==> src/rtl/dbgx_pkg.sv <==
package dbgx_pkg;

  typedef enum logic {
    ST_IDLE = 1'b0,
    ST_WAIT = 1'b1
  } dbgx_state_e;

  // cause register field positions, relative to the number of address comparators
  function automatic int unsigned gdet_pos(input int unsigned nbp);
    return nbp;
  endfunction

  function automatic int unsigned sstep_pos(input int unsigned nbp);
    return nbp + 1;
  endfunction

  function automatic int unsigned tswitch_pos(input int unsigned nbp);
    return nbp + 2;
  endfunction

endpackage

==> src/rtl/dbgx_cause.sv <==
module dbgx_cause #(
  parameter int unsigned NBP = 4,
  localparam int unsigned SW = NBP + 3
) (
  input  logic           clk,
  input  logic           rst_n,
  input  logic           step_en,
  input  logic           restart_q,
  input  logic           step_q,
  input  logic [NBP-1:0] iab_hit,
  input  logic [NBP-1:0] dab_hit,
  input  logic           exact_en,
  input  logic           gd_hit,
  input  logic           oth_fault,
  input  logic           tsw_trap,
  input  logic           brk_insn,
  output logic           dbg_fault,
  output logic           take_v1,
  output logic           take_v3,
  output logic [SW-1:0]  cause_bits
);
  import dbgx_pkg::*;

  logic [NBP-1:0] dly_q;
  logic [NBP-1:0] dly_d;
  logic [NBP-1:0] iab_live;
  logic [NBP-1:0] trap_hits;
  logic           insn_done;
  logic           trap_any;

  // instruction-address matches masked by the restart flag
  assign iab_live  = iab_hit & {NBP{~restart_q}};
  assign dbg_fault = (|iab_live) | gd_hit;
  assign insn_done = ~dbg_fault & ~oth_fault;

  // data hits of this instruction (exact) merged with the ones deferred from the last one
  assign trap_hits = (exact_en ? dab_hit : {NBP{1'b0}}) | dly_q;
  assign trap_any  = insn_done & ((|trap_hits) | step_q | tsw_trap);

  assign take_v1 = dbg_fault | trap_any;
  assign take_v3 = insn_done & brk_insn;

  always_comb begin
    cause_bits = '0;
    if (dbg_fault) begin
      cause_bits[NBP-1:0]        = iab_live | dly_q;
      cause_bits[gdet_pos(NBP)]  = gd_hit;
    end else begin
      cause_bits[NBP-1:0]          = trap_hits;
      cause_bits[sstep_pos(NBP)]   = step_q;
      cause_bits[tswitch_pos(NBP)] = tsw_trap;
    end
  end

  always_comb begin
    dly_d = dly_q;
    if (dbg_fault) begin
      dly_d = '0;
    end else if (oth_fault) begin
      dly_d = dly_q;
    end else if (exact_en) begin
      dly_d = '0;
    end else begin
      dly_d = dab_hit;
    end
  end

  always_ff @(posedge clk or negedge rst_n) begin
    if (!rst_n) begin
      dly_q <= '0;
    end else if (step_en) begin
      dly_q <= dly_d;
    end
  end

  // a suppressed address match alone never produces a fault
  AST_RESTART_MASKS: assert property (@(posedge clk) disable iff (!rst_n)
    (restart_q && !gd_hit) |-> !dbg_fault);

endmodule

==> src/rtl/dbgx_flags.sv <==
module dbgx_flags (
  input  logic clk,
  input  logic rst_n,
  input  logic step_en,
  input  logic dbg_fault,
  input  logic oth_fault,
  input  logic entry,
  input  logic flags_ld,
  input  logic ld_restart,
  input  logic ld_step,
  input  logic sw_int,
  output logic restart_q,
  output logic step_q
);

  logic restart_d;
  logic step_d;

  always_comb begin
    restart_d = restart_q;
    if (dbg_fault || oth_fault) begin
      restart_d = 1'b1;
    end else if (flags_ld) begin
      restart_d = ld_restart;
    end else begin
      restart_d = 1'b0;
    end
  end

  always_comb begin
    step_d = step_q;
    if (entry) begin
      step_d = 1'b0;
    end else if (oth_fault) begin
      step_d = step_q;
    end else if (flags_ld) begin
      step_d = ld_step;
    end else if (sw_int) begin
      step_d = 1'b0;
    end
  end

  always_ff @(posedge clk or negedge rst_n) begin
    if (!rst_n) begin
      restart_q <= 1'b0;
      step_q    <= 1'b0;
    end else if (step_en) begin
      restart_q <= restart_d;
      step_q    <= step_d;
    end
  end

  // a non-debug fault never disturbs the step flag
  AST_OTHER_FAULT_KEEPS_STEP: assert property (@(posedge clk) disable iff (!rst_n)
    (step_en && oth_fault && !dbg_fault) |=> (step_q == $past(step_q)));

endmodule

==> src/rtl/dbgx_seq.sv <==
module dbgx_seq #(
  parameter int unsigned NBP = 4,
  parameter int unsigned VW = 8,
  parameter logic [VW-1:0] VEC_DBG = 1,
  parameter logic [VW-1:0] VEC_BRK = 3,
  localparam int unsigned SW = NBP + 3
) (
  input  logic          clk,
  input  logic          rst_n,
  input  logic          bnd_valid,
  input  logic          hnd_ack,
  input  logic          ext_irq,
  input  logic          dbg_fault,
  input  logic          take_v1,
  input  logic          take_v3,
  input  logic [SW-1:0] cause_bits,
  output logic          step_en,
  output logic          exc_req,
  output logic          exc_fault,
  output logic [VW-1:0] exc_vec,
  output logic [SW-1:0] dbg_status,
  output logic          irq_take,
  output logic          busy
);
  import dbgx_pkg::*;

  dbgx_state_e   state_q, state_d;
  logic          req_q, req_d;
  logic          flt_q, flt_d;
  logic [VW-1:0] vec_q, vec_d;
  logic [SW-1:0] stat_q, stat_d;
  logic          stat_en;
  logic          irq_q, irq_d;
  logic          p3_q, p3_d;

  assign step_en = bnd_valid && (state_q == ST_IDLE);

  always_comb begin
    state_d = state_q;
    req_d   = 1'b0;
    flt_d   = flt_q;
    vec_d   = vec_q;
    stat_d  = stat_q;
    stat_en = 1'b0;
    irq_d   = 1'b0;
    p3_d    = p3_q;
    case (state_q)
      ST_IDLE: begin
        if (step_en) begin
          if (take_v1) begin
            req_d   = 1'b1;
            flt_d   = dbg_fault;
            vec_d   = VEC_DBG;
            stat_d  = cause_bits;
            stat_en = 1'b1;
            p3_d    = take_v3;
            state_d = ST_WAIT;
          end else if (take_v3) begin
            req_d   = 1'b1;
            flt_d   = 1'b0;
            vec_d   = VEC_BRK;
            state_d = ST_WAIT;
          end else begin
            irq_d = ext_irq;
          end
        end
      end
      ST_WAIT: begin
        if (hnd_ack) begin
          if (p3_q) begin
            req_d = 1'b1;
            flt_d = 1'b0;
            vec_d = VEC_BRK;
            p3_d  = 1'b0;
          end else begin
            state_d = ST_IDLE;
            irq_d   = ext_irq;
          end
        end
      end
      default: state_d = ST_IDLE;
    endcase
  end

  always_ff @(posedge clk or negedge rst_n) begin
    if (!rst_n) begin
      state_q <= ST_IDLE;
      req_q   <= 1'b0;
      flt_q   <= 1'b0;
      vec_q   <= '0;
      irq_q   <= 1'b0;
      p3_q    <= 1'b0;
    end else begin
      state_q <= state_d;
      req_q   <= req_d;
      flt_q   <= flt_d;
      vec_q   <= vec_d;
      irq_q   <= irq_d;
      p3_q    <= p3_d;
    end
  end

  always_ff @(posedge clk or negedge rst_n) begin
    if (!rst_n) begin
      stat_q <= '0;
    end else if (stat_en) begin
      stat_q <= stat_d;
    end
  end

  assign exc_req    = req_q;
  assign exc_fault  = flt_q;
  assign exc_vec    = vec_q;
  assign dbg_status = stat_q;
  assign irq_take   = irq_q;
  assign busy       = (state_q == ST_WAIT);

  // a queued breakpoint request follows only an acknowledged debug trap
  AST_BRK_AFTER_ACK: assert property (@(posedge clk) disable iff (!rst_n)
    (busy && hnd_ack && p3_q) |=> (exc_req && !exc_fault));

endmodule

==> src/rtl/dbgx_ctrl.sv <==
module dbgx_ctrl #(
  parameter int unsigned NBP = 4,
  parameter int unsigned VW = 8,
  parameter logic [VW-1:0] VEC_DBG = 1,
  parameter logic [VW-1:0] VEC_BRK = 3,
  localparam int unsigned SW = NBP + 3
) (
  input  logic           clk,
  input  logic           rst_n,
  input  logic           bnd_valid,
  input  logic [NBP-1:0] iab_hit,
  input  logic [NBP-1:0] dab_hit,
  input  logic           exact_en,
  input  logic           gd_hit,
  input  logic           oth_fault,
  input  logic           tsw_trap,
  input  logic           brk_insn,
  input  logic           swint,
  input  logic           flags_ld,
  input  logic           ld_rf,
  input  logic           ld_tf,
  input  logic           ext_irq,
  input  logic           hnd_ack,
  output logic           exc_req,
  output logic           exc_fault,
  output logic [VW-1:0]  exc_vec,
  output logic [SW-1:0]  dbg_status,
  output logic           irq_take,
  output logic           busy,
  output logic           restart_flag,
  output logic           step_flag
);

  logic          step_en;
  logic          dbg_fault;
  logic          take_v1;
  logic          take_v3;
  logic [SW-1:0] cause_bits;

  dbgx_cause #(.NBP(NBP)) u_cause (
    .clk        (clk),
    .rst_n      (rst_n),
    .step_en    (step_en),
    .restart_q  (restart_flag),
    .step_q     (step_flag),
    .iab_hit    (iab_hit),
    .dab_hit    (dab_hit),
    .exact_en   (exact_en),
    .gd_hit     (gd_hit),
    .oth_fault  (oth_fault),
    .tsw_trap   (tsw_trap),
    .brk_insn   (brk_insn),
    .dbg_fault  (dbg_fault),
    .take_v1    (take_v1),
    .take_v3    (take_v3),
    .cause_bits (cause_bits)
  );

  dbgx_flags u_flags (
    .clk        (clk),
    .rst_n      (rst_n),
    .step_en    (step_en),
    .dbg_fault  (dbg_fault),
    .oth_fault  (oth_fault),
    .entry      (take_v1 | take_v3),
    .flags_ld   (flags_ld),
    .ld_restart (ld_rf),
    .ld_step    (ld_tf),
    .sw_int     (swint | brk_insn),
    .restart_q  (restart_flag),
    .step_q     (step_flag)
  );

  dbgx_seq #(
    .NBP     (NBP),
    .VW      (VW),
    .VEC_DBG (VEC_DBG),
    .VEC_BRK (VEC_BRK)
  ) u_seq (
    .clk        (clk),
    .rst_n      (rst_n),
    .bnd_valid  (bnd_valid),
    .hnd_ack    (hnd_ack),
    .ext_irq    (ext_irq),
    .dbg_fault  (dbg_fault),
    .take_v1    (take_v1),
    .take_v3    (take_v3),
    .cause_bits (cause_bits),
    .step_en    (step_en),
    .exc_req    (exc_req),
    .exc_fault  (exc_fault),
    .exc_vec    (exc_vec),
    .dbg_status (dbg_status),
    .irq_take   (irq_take),
    .busy       (busy)
  );

  AST_FAULT_ARMS_RESTART: assert property (@(posedge clk) disable iff (!rst_n)
    (exc_req && exc_fault) |-> restart_flag);

  AST_ENTRY_DROPS_STEP: assert property (@(posedge clk) disable iff (!rst_n)
    exc_req |-> !step_flag);

  AST_BRK_IS_TRAP: assert property (@(posedge clk) disable iff (!rst_n)
    (exc_req && exc_vec == VEC_BRK) |-> !exc_fault);

  AST_REQ_IRQ_APART: assert property (@(posedge clk) disable iff (!rst_n)
    exc_req |-> !irq_take);

  AST_BUSY_FREEZES_FLAGS: assert property (@(posedge clk) disable iff (!rst_n)
    busy |=> ($stable(restart_flag) && $stable(step_flag)));

  AST_REQ_HOLDS_BUSY: assert property (@(posedge clk) disable iff (!rst_n)
    exc_req |-> busy);

  AST_STATUS_HOLD: assert property (@(posedge clk) disable iff (!rst_n)
    !exc_req |-> $stable(dbg_status));

endmodule

==> config.mk <==
export PLATFORM = sky130hd
export DESIGN_NAME = dbgx_ctrl
export DESIGN_NICKNAME = d
export VERILOG_FILES = /design/src/rtl/dbgx_pkg.sv /design/src/rtl/dbgx_cause.sv /design/src/rtl/dbgx_flags.sv /design/src/rtl/dbgx_seq.sv /design/src/rtl/dbgx_ctrl.sv
export SDC_FILE = /design/constraint.sdc
export NUM_CORES = 1
export LEC_CHECK = 0
export BUFFER_PORTS_ARGS = -buffer_cell sky130_fd_sc_hd__buf_2
export CAP_MARGIN = 10
export CORE_AREA = 2 2 62 64
export DETAILED_ROUTE_END_ITERATION = 10
export DIE_AREA = 0 0 64 66
export SLEW_MARGIN = 20
export SYNTH_ARGS = -nofsm -noshare
export SYNTH_HDL_FRONTEND = slang
export SYNTH_SLANG_ARGS = --single-unit
==> constraint.sdc <==
create_clock -name clk -period 2.9 [get_ports clk]
set_input_delay 0.435 -clock clk [delete_from_list [all_inputs] [get_ports clk]]
set_output_delay 0.435 -clock clk [all_outputs]
set_load 0.02 [all_outputs]
==> metrics, run 1 <==
FMAX=about 540 MHz; CP Buf/Inv Count=0; YS warnings=0; Die H=between 60 and 70 um; Flop pwr share=a little over two fifths; Period minus WS final=between 1.5 and 2 ns; TritonCTS clock tree=built; Worst Path Required=around 3.1 ns; Clk pwr share=between 20% and 30%; layout cells sized above 1=a little over a third; hold buffers post-CTS=0; clk_skew=0.0110 ns; Psw=about 0.35 mW; Max Cap Viol=0; Worst setup endpoint=u_seq.dbg_status[3]; Startpoint Class=flop; Starting Density=29.0%; post-layout util=between 30% and 40%; FF-to-FF Start=u_cause.dly_q[2]; I/O pins=between 40 and 50; post_cts resized=0; Critical Path Stages=4; Die Area=~0.0042 mm^2; CP endpoint kind=flop; Wirelength per Cell=14.0 um; Avg Inst Size Synth=between 10 and 15 um^2; 1st-iter DRT viols=26; H-Tree Level Count=1; vias in the first global route=~870; RSZ-0062 raised after global routing=false; top cells by area, synth=dfrtp_1 (49%), buf_4 (4.4%), mux2_2 (4.4%); worst hold margin=0.0419 ns; R2R setup slack=approximately 1.0 ns; power density over cell area=754 mW/mm^2; peak supply drop=roughly 0.23 mV; drt drc=0; Synth Register Bits=20; grt total ovfl=0; Num CTS Buffers=3; Pre-Repair DR Iteration Count=6; unique cell type count in the Yosys netlist=34; Worst EP arrival=2.07 ns; Logic pwr share=about a third; clk slew on worst S/H paths=about 0.13 ns; Skew-Pair Late Insertion Delay=0.31 ns; initial antenna violation count=0; Final setup viols=0; Antenna Nets Post-Route=0; CP max FO=9; maximum root-to-sink buffer count=2; via count=slightly above 900; Slew Viols, Final=0; final-report hold violation count=0; clock sinks=20; register area=~500 um^2; status=completed; final setup TNS=0 ns; area leader, netlist=dfrtp_1; crit path from=u_cause.dly_q[2]; multi-input logic area=slightly below 500 um^2; Net Sw Frac=roughly 36%; Die Span X=roughly 64 um; Yosys top cell area share=~49%; final cycle utilization of the critical path=63.9%; first-pass GRT wire length=4280 um; type of the most critical hold path=input port to asynchronous set/reset pin; Rel. slew slack=between 50 and 60%; Setup Crit Path Kind=flop to flop; antenna cells=0; CP max stage cell=dfrtp_1; via/cell ratio=a little under 5; HPWL Detailed=approximately 2000 um; gr usage total=13.0%; Reg-to-Reg End=u_seq.dbg_status[3]; core footprint=approximately 0.0036 mm^2; clock root buffer=clkbuf_4; Gate Count Post-Synth=101; crit-path cells=nor4_1 > a31oi_1 > o21ai_4 > mux2_2; Slew @ Worst Pin=about 0.63 ns; total routed wirelength=between 2000 and 3000 um; Synth-to-Final Area Change=24.7%; Seq/Total Area, Yosys=between 40% and 50%; nets@finish=between 150 and 200; Internal Dissipation=between 0.6 and 0.7 mW; CP peak stage delay=approximately 0.44 ns; Worst R2R Path Depth=4; Fill cells=approximately 350; row cnt=22; Crit path max-delay family=compound AO/OA/AOI/OAI gates; area of the mapped netlist=approximately 0.0010 mm^2; Setup Buffers After CTS=0; largest net degree at the start of global routing=21; port bufs=36; gpl congestion=roughly 0.8; Pleak=approximately 0.63 nW
## layout make-up
cell class | instances | area share [%]
Timing Repair Buffer | 36 | 14.0
Multi-Input combinational cell | 74 | 37.6
Sequential cell | 20 | 39.0
Clock buffer | 3 | 1.76
Tap cell | 48 | 4.68
Clock inverter | 1 | 2.34
Inverter | 2 | 0.585
## state kept, by name, indices dropped and copies added, names as in the netlist
| register | cells |
|---|---|
| u_seq.exc_fault | 1 |
| u_seq.p3_q | 1 |
| u_flags.restart_q | 1 |
| u_seq.busy | 1 |
| u_cause.dly_q | 4 |
| u_seq.irq_take | 1 |
| u_seq.exc_vec | 2 |
| u_seq.exc_req | 1 |
| u_flags.step_q | 1 |
| u_seq.dbg_status | 7 |
## power groups by stage
stage	registers, mW	clock network (mW)	logic, mW
6_report	0.402	0.233	0.332
5_1_grt	0.412	0.244	0.366
4_1_cts	0.403	0.234	0.334
3_5_place_dp	0.409	0	0.333
3_3_place_gp	0.408	0	0.330
2_1_floorplan	0.468	0	0.158
## logic make-up after synthesis
kind of cell,share of synthesized area (%)
and+or+nand+nor,13.6
other,0.365
muxes,4.38
buffers and inverters,6.69
DFF,48.7
AOI/OAI and AO/OA,26.3
## worst register-to-register path, cell delays in order, from the launching register on
cell	delay (ns)
dfrtp_1	0.44
nor4_1	0.38
a31oi_1	0.25
o21ai_4	0.32
mux2_2	0.37
## metrics by stage
stage	std cells	power (mW)	setup WS [ns]	cell area, um^2
5_1_grt	184	1.02	0.918	1280
2_1_floorplan	106	0.626	1.20	1050
3_5_place_dp	180	0.742	0.703	1230
6_report	184	0.967	1.05	1280
4_1_cts	184	0.971	0.876	1280
3_3_place_gp	180	0.738	0.766	1230
## cells in the mapped netlist, drive strengths merged
master and n:
dfrtp 20, and2 1, a21o 3, and3 1, buf 7, nor2b 1
o41ai 1, nor2 3, nand2b 1, nor3 4, o32ai 1, o21ba 1
a31oi 3, o21bai 1, o21ai 10, a22o 2, conb 1, a2111oi 1
inv 2, a21oi 5, nand2 11, a22oi 3, nand3b 1, nor4 2
a21boi 1, o31ai 1, nand3 1, clkbuf 3, a32o 3, and4 2
mux2 4
## layer usage
layer / global-route usage [%] / part of all wire, % / vias to the layer above
met3: 3.07 / 5.7 / 4
met5: 0 / 0 / -
met4: 4.08 / 1.5 / 0
li1: - / - / 438
met2: 23.3 / 50 / 29
met1: 15.2 / 43 / 439
## how the worst min path moves through the flow
stage | startpoint | to | slack, ns | depth (start not counted)
final | rst_n | u_seq.exc_vec[1] | 0.04 | 1
after global routing | rst_n | u_seq.exc_fault | 0.09 | 1
after CTS | rst_n | u_seq.exc_fault | 0.07 | 1
after detailed placement | rst_n | u_seq.busy | 0.41 | 1
after global placement | rst_n | u_seq.exc_vec[0] | 0.40 | 1
after floorplan | rst_n | u_cause.dly_q[0] | 0.14 | 0
## layout by cell type, fill, tap and decap left out, types with 3 or more instances in the layout
cell / synthesis / final
a21o_1: 3 / 3
a21oi_1: 5 / 5
nor3_1: 4 / 4
nor2_1: 3 / 3
dfrtp_1: 20 / 20
nand2_1: 11 / 11
clkbuf_4: 0 / 3
buf_2: 1 / 36
mux2_2: 4 / 4
conb_1: 1 / 6
a31oi_1: 3 / 3
a32o_1: 3 / 3
o21ai_0: 8 / 8
a22oi_1: 3 / 3
(Power assumes the default switching activity.)
==> run 2, diff against run 1 <==
--- a/config.mk
+++ b/config.mk
@@ -5,11 +5,12 @@
 export SDC_FILE = /design/constraint.sdc
 export NUM_CORES = 1
 export LEC_CHECK = 0
+export ABC_AREA = 1
 export BUFFER_PORTS_ARGS = -buffer_cell sky130_fd_sc_hd__buf_2
 export CAP_MARGIN = 10
-export CORE_AREA = 2 2 62 64
+export CORE_AREA = 2 2 66 68
 export DETAILED_ROUTE_END_ITERATION = 10
-export DIE_AREA = 0 0 64 66
+export DIE_AREA = 0 0 68 70
 export SLEW_MARGIN = 20
 export SYNTH_ARGS = -nofsm -noshare
 export SYNTH_HDL_FRONTEND = slang
==> constraint.sdc (replaced) <==
create_clock -name clk -period 1.8 [get_ports clk]
set_input_delay 0.27 -clock clk [delete_from_list [all_inputs] [get_ports clk]]
set_output_delay 0.27 -clock clk [all_outputs]
set_load 0.02 [all_outputs]
==> run 2 against run 1 <==
  * Clock skew is 0.0089 ns lower
  * Total power up 60%
  * Flip-flop and latch count stayed put
  * Critical path depth rose by 5
  * Register-to-register slack lost 0.70 ns
  * Via count grew 12%
  * Sequential share of layout area decreased by 3.5 points
  * First-iteration DRC count unchanged
  * Final cell count increased by 27%
  * Global-route usage shrank 1.3 points
  * Setup slack lost 0.70 ns
  * Die area is 13% higher
  * Largest cell class is now multi-input combinational cells
  * Highest routed layer unchanged
==> metrics, run 2 <==
FMAX=slightly below 700 MHz; Hold Crit Depth=2; post_cts resized=0; Startpoint Class=flop; peak supply drop=approximately 0.27 mV; HPWL Detailed=just under 2000 um; gpl congestion=approximately 0.83; Die Area=~0.0048 mm^2; cell mode on critical path=nand2_1; max reg flops=7; area of the mapped netlist=0.00116 mm^2; most frequent cell after synthesis=nand2_1; multi-input logic area=around 550 um^2; final instance area=~0.0014 mm^2; Seq/Total Area, Yosys=between 40 and 50%; register area=between 500 and 600 um^2; async set-reset flop share out of synthesis=100%; most frequent cells in the layout=nand2_1 (36), buf_2 (36), dfrtp_1 (20); RSZ-0062 raised after global routing=false; Antenna Nets Post-Route=0; Synth-to-Final Area Change=21.6%; Worst Path Required=slightly below 2 ns; vias in the first global route=between 900 and 1000; core footprint=between 0.004 and 0.005 mm^2; Final setup viols=0; Setup Slack @ Placement=approximately 0.35 ns; drt drc=0; Pleak=roughly 0.76 nW; port bufs=36; Clk pwr share=about a fifth; Yosys top cell area share=43.1%; final-report hold violation count=0; layout cells sized above 1=approximately a third; power density over cell area=around 1100 mW/mm^2; maximum root-to-sink buffer count=2; status=completed; CP peak stage delay=around 0.39 ns; worst hold margin=roughly 0.25 ns; unique cell type count in the Yosys netlist=23; clk slew on worst S/H paths=about 0.070 ns; H-Tree Level Count=1; Worst R2R Path Depth=9; first-pass GRT wire length=4230 um; Starting Density=28.0%; Max Cap Viol=0; 1st-iter DRT viols=26; crit-path cells=inv_2 > nand2_1 > nand2_2 > nor2_8 > nand2_4 > nand2_4 > inv_1 > nand2_1 > nand2_1; total routed wirelength=2400 um; Synth Register Bits=20; type of the most critical hold path=input port to flop; clock root buffer=clkbuf_8; largest net degree at the start of global routing=21; Internal Dissipation=~0.92 mW; Avg Inst Size Synth=roughly 8.1 um^2; area leader, netlist=dfrtp_1; Pre-Repair DR Iteration Count=4; gr usage total=11.6%; clock sinks=20; Num CTS Buffers=3; row cnt=24; Slew Viols, Final=0; Die H=70 um; YS warnings=0; nets@finish=205; dominant synthesized flop cell=dfrtp_1; EDFF count, synth=0; CP max FO=14; most frequent cells after synthesis=nand2_1 (36), dfrtp_1 (20), inv_1 (16); initial antenna violation count=0; setup ws final=~0.35 ns; Flop pwr share=between 40% and 50%; Wirelength per Cell=between 10 and 15 um; Skew-Pair Late Insertion Delay=approximately 0.26 ns; antenna cells=0; I/O pins=43; Gate Count Post-Synth=~140; Logic pwr share=41.0%; Period minus WS final=roughly 1.5 ns; Net Sw Frac=40.8%; Psw=between 0.6 and 0.7 mW; TritonCTS clock tree=built; CP max stage cell=dfrtp_1; final cycle utilization of the critical path=between 80% and 90%; Fill cells=459; Die Span X=between 60 and 70 um; CP endpoint kind=flop; Power Total=approximately 1.6 mW; clk_skew=~0.002 ns; Setup Crit Path Kind=flop to flop; final setup TNS=0 ns; placed cell areas=0.00136 mm^2; grt total ovfl=0; via count=1020; top cells by area, synth=dfrtp_1 (43%), nand2_1 (12%), nand3_1 (5.6%); Worst EP arrival=about 1.6 ns; Setup Buffers After CTS=0; via/cell ratio=approximately 4.4
## run 2: cell types whose count changed in the layout (fill, tap and decap cells not counted), sizes merged, moves of 3 or more
cell   before  now
o21ai      10   15
a21o        3    0
nand2      11   45
a22oi       3    0
nand3       1   17
nor2        3    9
nand4       0    3
a21oi       5    2
inv         2   17
a32o        3    0
mux2        4    0
## run 2: power by group through the flow
stage,combinational (mW),clock (mW),sequential (mW)
finish,0.636,0.291,0.625
global route,0.715,0.322,0.641
CTS,0.646,0.304,0.627
detailed placement,0.643,0,0.634
global placement,0.641,0,0.636
floorplan,0.358,0,0.747
## run 2: kinds of logic (layout without fill, tap and decap cells)
family                 Yosys count  count (layout)  share of synthesized area (%)
buffers and inverters           24              57                           11.1
AND/OR/NAND/NOR                 77              77                           34.5
AO/OA/AOI/OAI                   21              21                           10.9
flip-flops                      20              20                           43.1
other                            1               6                          0.323
## run 2: final timing paths
kind | start | to | slack, ns
worst max-delay path | u_flags.restart_q | u_seq.dbg_status[1] | 0.35
worst max register to register | u_flags.restart_q | u_seq.dbg_status[1] | 0.35
worst min register to register | u_seq.exc_vec[0] | u_seq.exc_vec[0] | 0.48
min in group asynchronous | rst_n | u_flags.restart_q | 0.48
max in group asynchronous | rst_n | u_seq.dbg_status[1] | 1.01
worst min-delay path | ext_irq | u_seq.irq_take | 0.25
## run 2: final cells by class
| class | count | area share (%) |
|---|---|---|
| timing repair buffer | 37 | 13.5 |
| tap | 52 | 4.61 |
| multi-input combinational | 104 | 39.0 |
| sequential | 20 | 35.5 |
| clock buffer | 3 | 2.93 |
| inverter | 17 | 4.53 |
## run 2: what timing repair did
| action | in CTS | in global routing |
|---|---|---|
| hold buffers | 1 | 0 |
| endpoints found under the hold margin | 20 | 0 |
| setup endpoints to repair | 0 | 0 |
## run 2: routing by layer
| metal | global-route usage (%) | up-vias | part of all wire [%] | wire length, um |
|---|---|---|---|---|
| met5 | 0 | - | 0 | 0 |
| met4 | 6.67 | 0 | 2.2 | 53 |
| met3 | 1.61 | 4 | 5.2 | 124 |
| met1 | 14.3 | 467 | 42 | 1010 |
| li1 | - | 531 | - | - |
| met2 | 19.0 | 18 | 51 | 1210 |
## run 2: worst max-delay path: cells and delay by family (launching register included)
family        cells  cell delay (ns)
buf+inv           2             0.18
flops             1             0.39
simple gates      7             0.77
## run 2: per-stage QoR
stage | instances | util [%]
6_report | 233 | 34.0
3_5_place_dp | 229 | 32.8
2_1_floorplan | 148 | -
5_1_grt | 233 | 34.0
3_3_place_gp | 229 | 32.8
4_1_cts | 233 | 34.0
==> run 3, diff against run 2 <==
--- a/config.mk
+++ b/config.mk
@@ -5,12 +5,12 @@
 export SDC_FILE = /design/constraint.sdc
 export NUM_CORES = 1
 export LEC_CHECK = 0
-export ABC_AREA = 1
+export ABC_AREA = 0
 export BUFFER_PORTS_ARGS = -buffer_cell sky130_fd_sc_hd__buf_2
 export CAP_MARGIN = 10
-export CORE_AREA = 2 2 66 68
+export CORE_AREA = 2 2 62 64
 export DETAILED_ROUTE_END_ITERATION = 10
-export DIE_AREA = 0 0 68 70
+export DIE_AREA = 0 0 64 66
 export SLEW_MARGIN = 20
 export SYNTH_ARGS = -nofsm -noshare
 export SYNTH_HDL_FRONTEND = slang
==> constraint.sdc (replaced) <==
create_clock -name clk -period 1.2 [get_ports clk]
set_input_delay 0.18 -clock clk [delete_from_list [all_inputs] [get_ports clk]]
set_output_delay 0.18 -clock clk [all_outputs]
set_load 0.02 [all_outputs]
==> run 3 against run 2 <==
  * Largest power group unchanged
  * Largest cell class unchanged
  * The run now ends with negative setup slack left
  * First-iteration DRC count grew 12%
  * Final area grew 17%
  * Critical path type unchanged
  * Sequential share of layout area shrank 4.8 points
  * Worst hold slack lost 0.18 ns
  * Final cell count shrank 7.7%
  * Global-route usage grew 3.0 points
==> metrics, run 3 (synthesized netlist as in run 1, its figures left out) <==
status=finished with violations; failing checks=negative setup slack; Starting Density=29.0%; gr usage total=14.7%; RSZ-0062 raised after global routing=true; HPWL Detailed=2310 um; clock sinks=20; I/O pins=43; CP peak stage delay=~0.43 ns; Skew-Pair Late Insertion Delay=between 0.3 and 0.4 ns; Die Area=~0.0042 mm^2; max reg flops=7; Startpoint Class=flop; peak supply drop=approximately 0.72 mV; core footprint=~0.0036 mm^2; antenna cells=0; Final setup viols=19; row cnt=22; Pleak=around 0.81 nW; placed cell areas=0.00149 mm^2; Max Cap Viol=0; Synth-to-Final Area Change=60.0%; largest net degree at the start of global routing=21; total routed wirelength=just under 3000 um; maximum root-to-sink buffer count=2; type of the most critical hold path=input port to flop; FMAX=slightly above 600 MHz; crit-path cells=nor4_4 > a31oi_2 > o21ai_4 > mux2_2; gpl congestion=approximately 0.88; drt drc=0; layout cells sized above 1=a little over half; Wirelength per Cell=13.6 um; Pre-Repair DR Iteration Count=4; final setup TNS=-5.00 ns; most frequent cells in the layout=buf_2 (33), buf_4 (23), dfrtp_1 (17); setup ws final=-0.422 ns; clk_skew=0.00372 ns; initial antenna violation count=0; Antenna Nets Post-Route=0; 1st-iter DRT viols=29; port bufs=36; final instance area=about 0.0016 mm^2; CP endpoint kind=flop; post-layout util=46.3%; final cycle utilization of the critical path=135%; clk slew on worst S/H paths=~0.12 ns; TritonCTS clock tree=built; Worst Path Required=roughly 1.4 ns; Worst EP arrival=roughly 1.8 ns; Setup Crit Path Kind=flop to flop; Die H=between 60 and 70 um; Die Span X=roughly 64 um; final-report hold violation count=0; Num CTS Buffers=3; via/cell ratio=around 4.7; Period minus WS final=1.62 ns; vias in the first global route=approximately 1000; CP max FO=5; H-Tree Level Count=1; grt total ovfl=0; via count=between 1000 and 1500; Slew Viols, Final=0; CP max stage cell=dfrtp_1; Setup Slack @ Placement=-0.442 ns; power density over cell area=between 1500 and 2000 mW/mm^2; most common cell after layout, fill and taps aside=buf_2; first-pass GRT wire length=~4800 um; clock root buffer=clkbuf_4; worst hold margin=roughly 0.075 ns; nets@finish=190
==> run 3: cell count changes in the layout (fill, tap and decap cells not counted), moves of 4 or more <==
cell,change
buf_6,+10
inv_1,-14
mux2_2,+4
buf_4,+23
nand3_2,-4
nand2_2,-7
nand3_1,-12
nor2_1,-4
nand2_1,-25
==> run 3: path summary, 6_finish.rpt <==
kind                                      from             endpoint  slack (ns)  depth (start not counted)
min in group asynchronous                rst_n  u_seq.dbg_status[3]        0.34                          2
min                                    ext_irq       u_seq.irq_take        0.07                          2
max reg2reg                   u_cause.dly_q[2]  u_seq.dbg_status[2]       -0.42                          4
max in group asynchronous                rst_n       u_flags.step_q        0.52                          2
max                           u_cause.dly_q[2]  u_seq.dbg_status[2]       -0.42                          4
min reg2reg                u_seq.dbg_status[6]  u_seq.dbg_status[6]        0.49                          1
==> run 3: what timing repair did <==
action / in CTS / in global routing
hold endpoints to repair: 20 / 0
gates resized for setup: 13 / 7
cloned: 0 / 0
pin swaps: 8 / 5
setup buffers: 2 / 3
hold buffers: 1 / 0
endpoints found under the setup margin: 22 / 23
==> run 3: layout make-up <==
class                           count  area [um^2]
Multi-Input combinational cell     74          577
Fill cell                         344         1910
Inverter                            2         7.51
Sequential cell                    20          504
Timing Repair Buffer               67          460
Clock buffer                        4         36.3
Tap cell                           48         60.1
==> run 3: per-stage QoR <==
step           total power, mW  std cells
6_report                  2.56        215
4_1_cts                   2.52        212
2_1_floorplan             1.58        106
3_5_place_dp              2.02        205
5_1_grt                   2.70        215
3_3_place_gp              2.00        205
==> run 3: worst max-delay path, delay by kind of cell, from the launching register on <==
kind / cells / cell delay [ns]
simple gates: 1 / 0.33
compound gates: 2 / 0.41
flops: 1 / 0.43
mux: 1 / 0.36
==> run 3: power by group <==
part / switching [mW] / internal (mW) / total, mW / leakage (nW)
Clock: 0.223 / 0.185 / 0.408 / 0.0210
Sequential: 0.115 / 0.847 / 0.962 / 0.250
Combinational: 0.614 / 0.571 / 1.19 / 0.535
Total: 0.952 / 1.60 / 2.56 / 0.806
==> run 3: layer usage <==
| metal | wire length (um) | track usage, % |
|---|---|---|
| met1 | 1270 | 18.6 |
| met2 | 1470 | 25.1 |
| met3 | 132 | 2.04 |
| met4 | 44 | 5.71 |
| met5 | 0 | 0 |
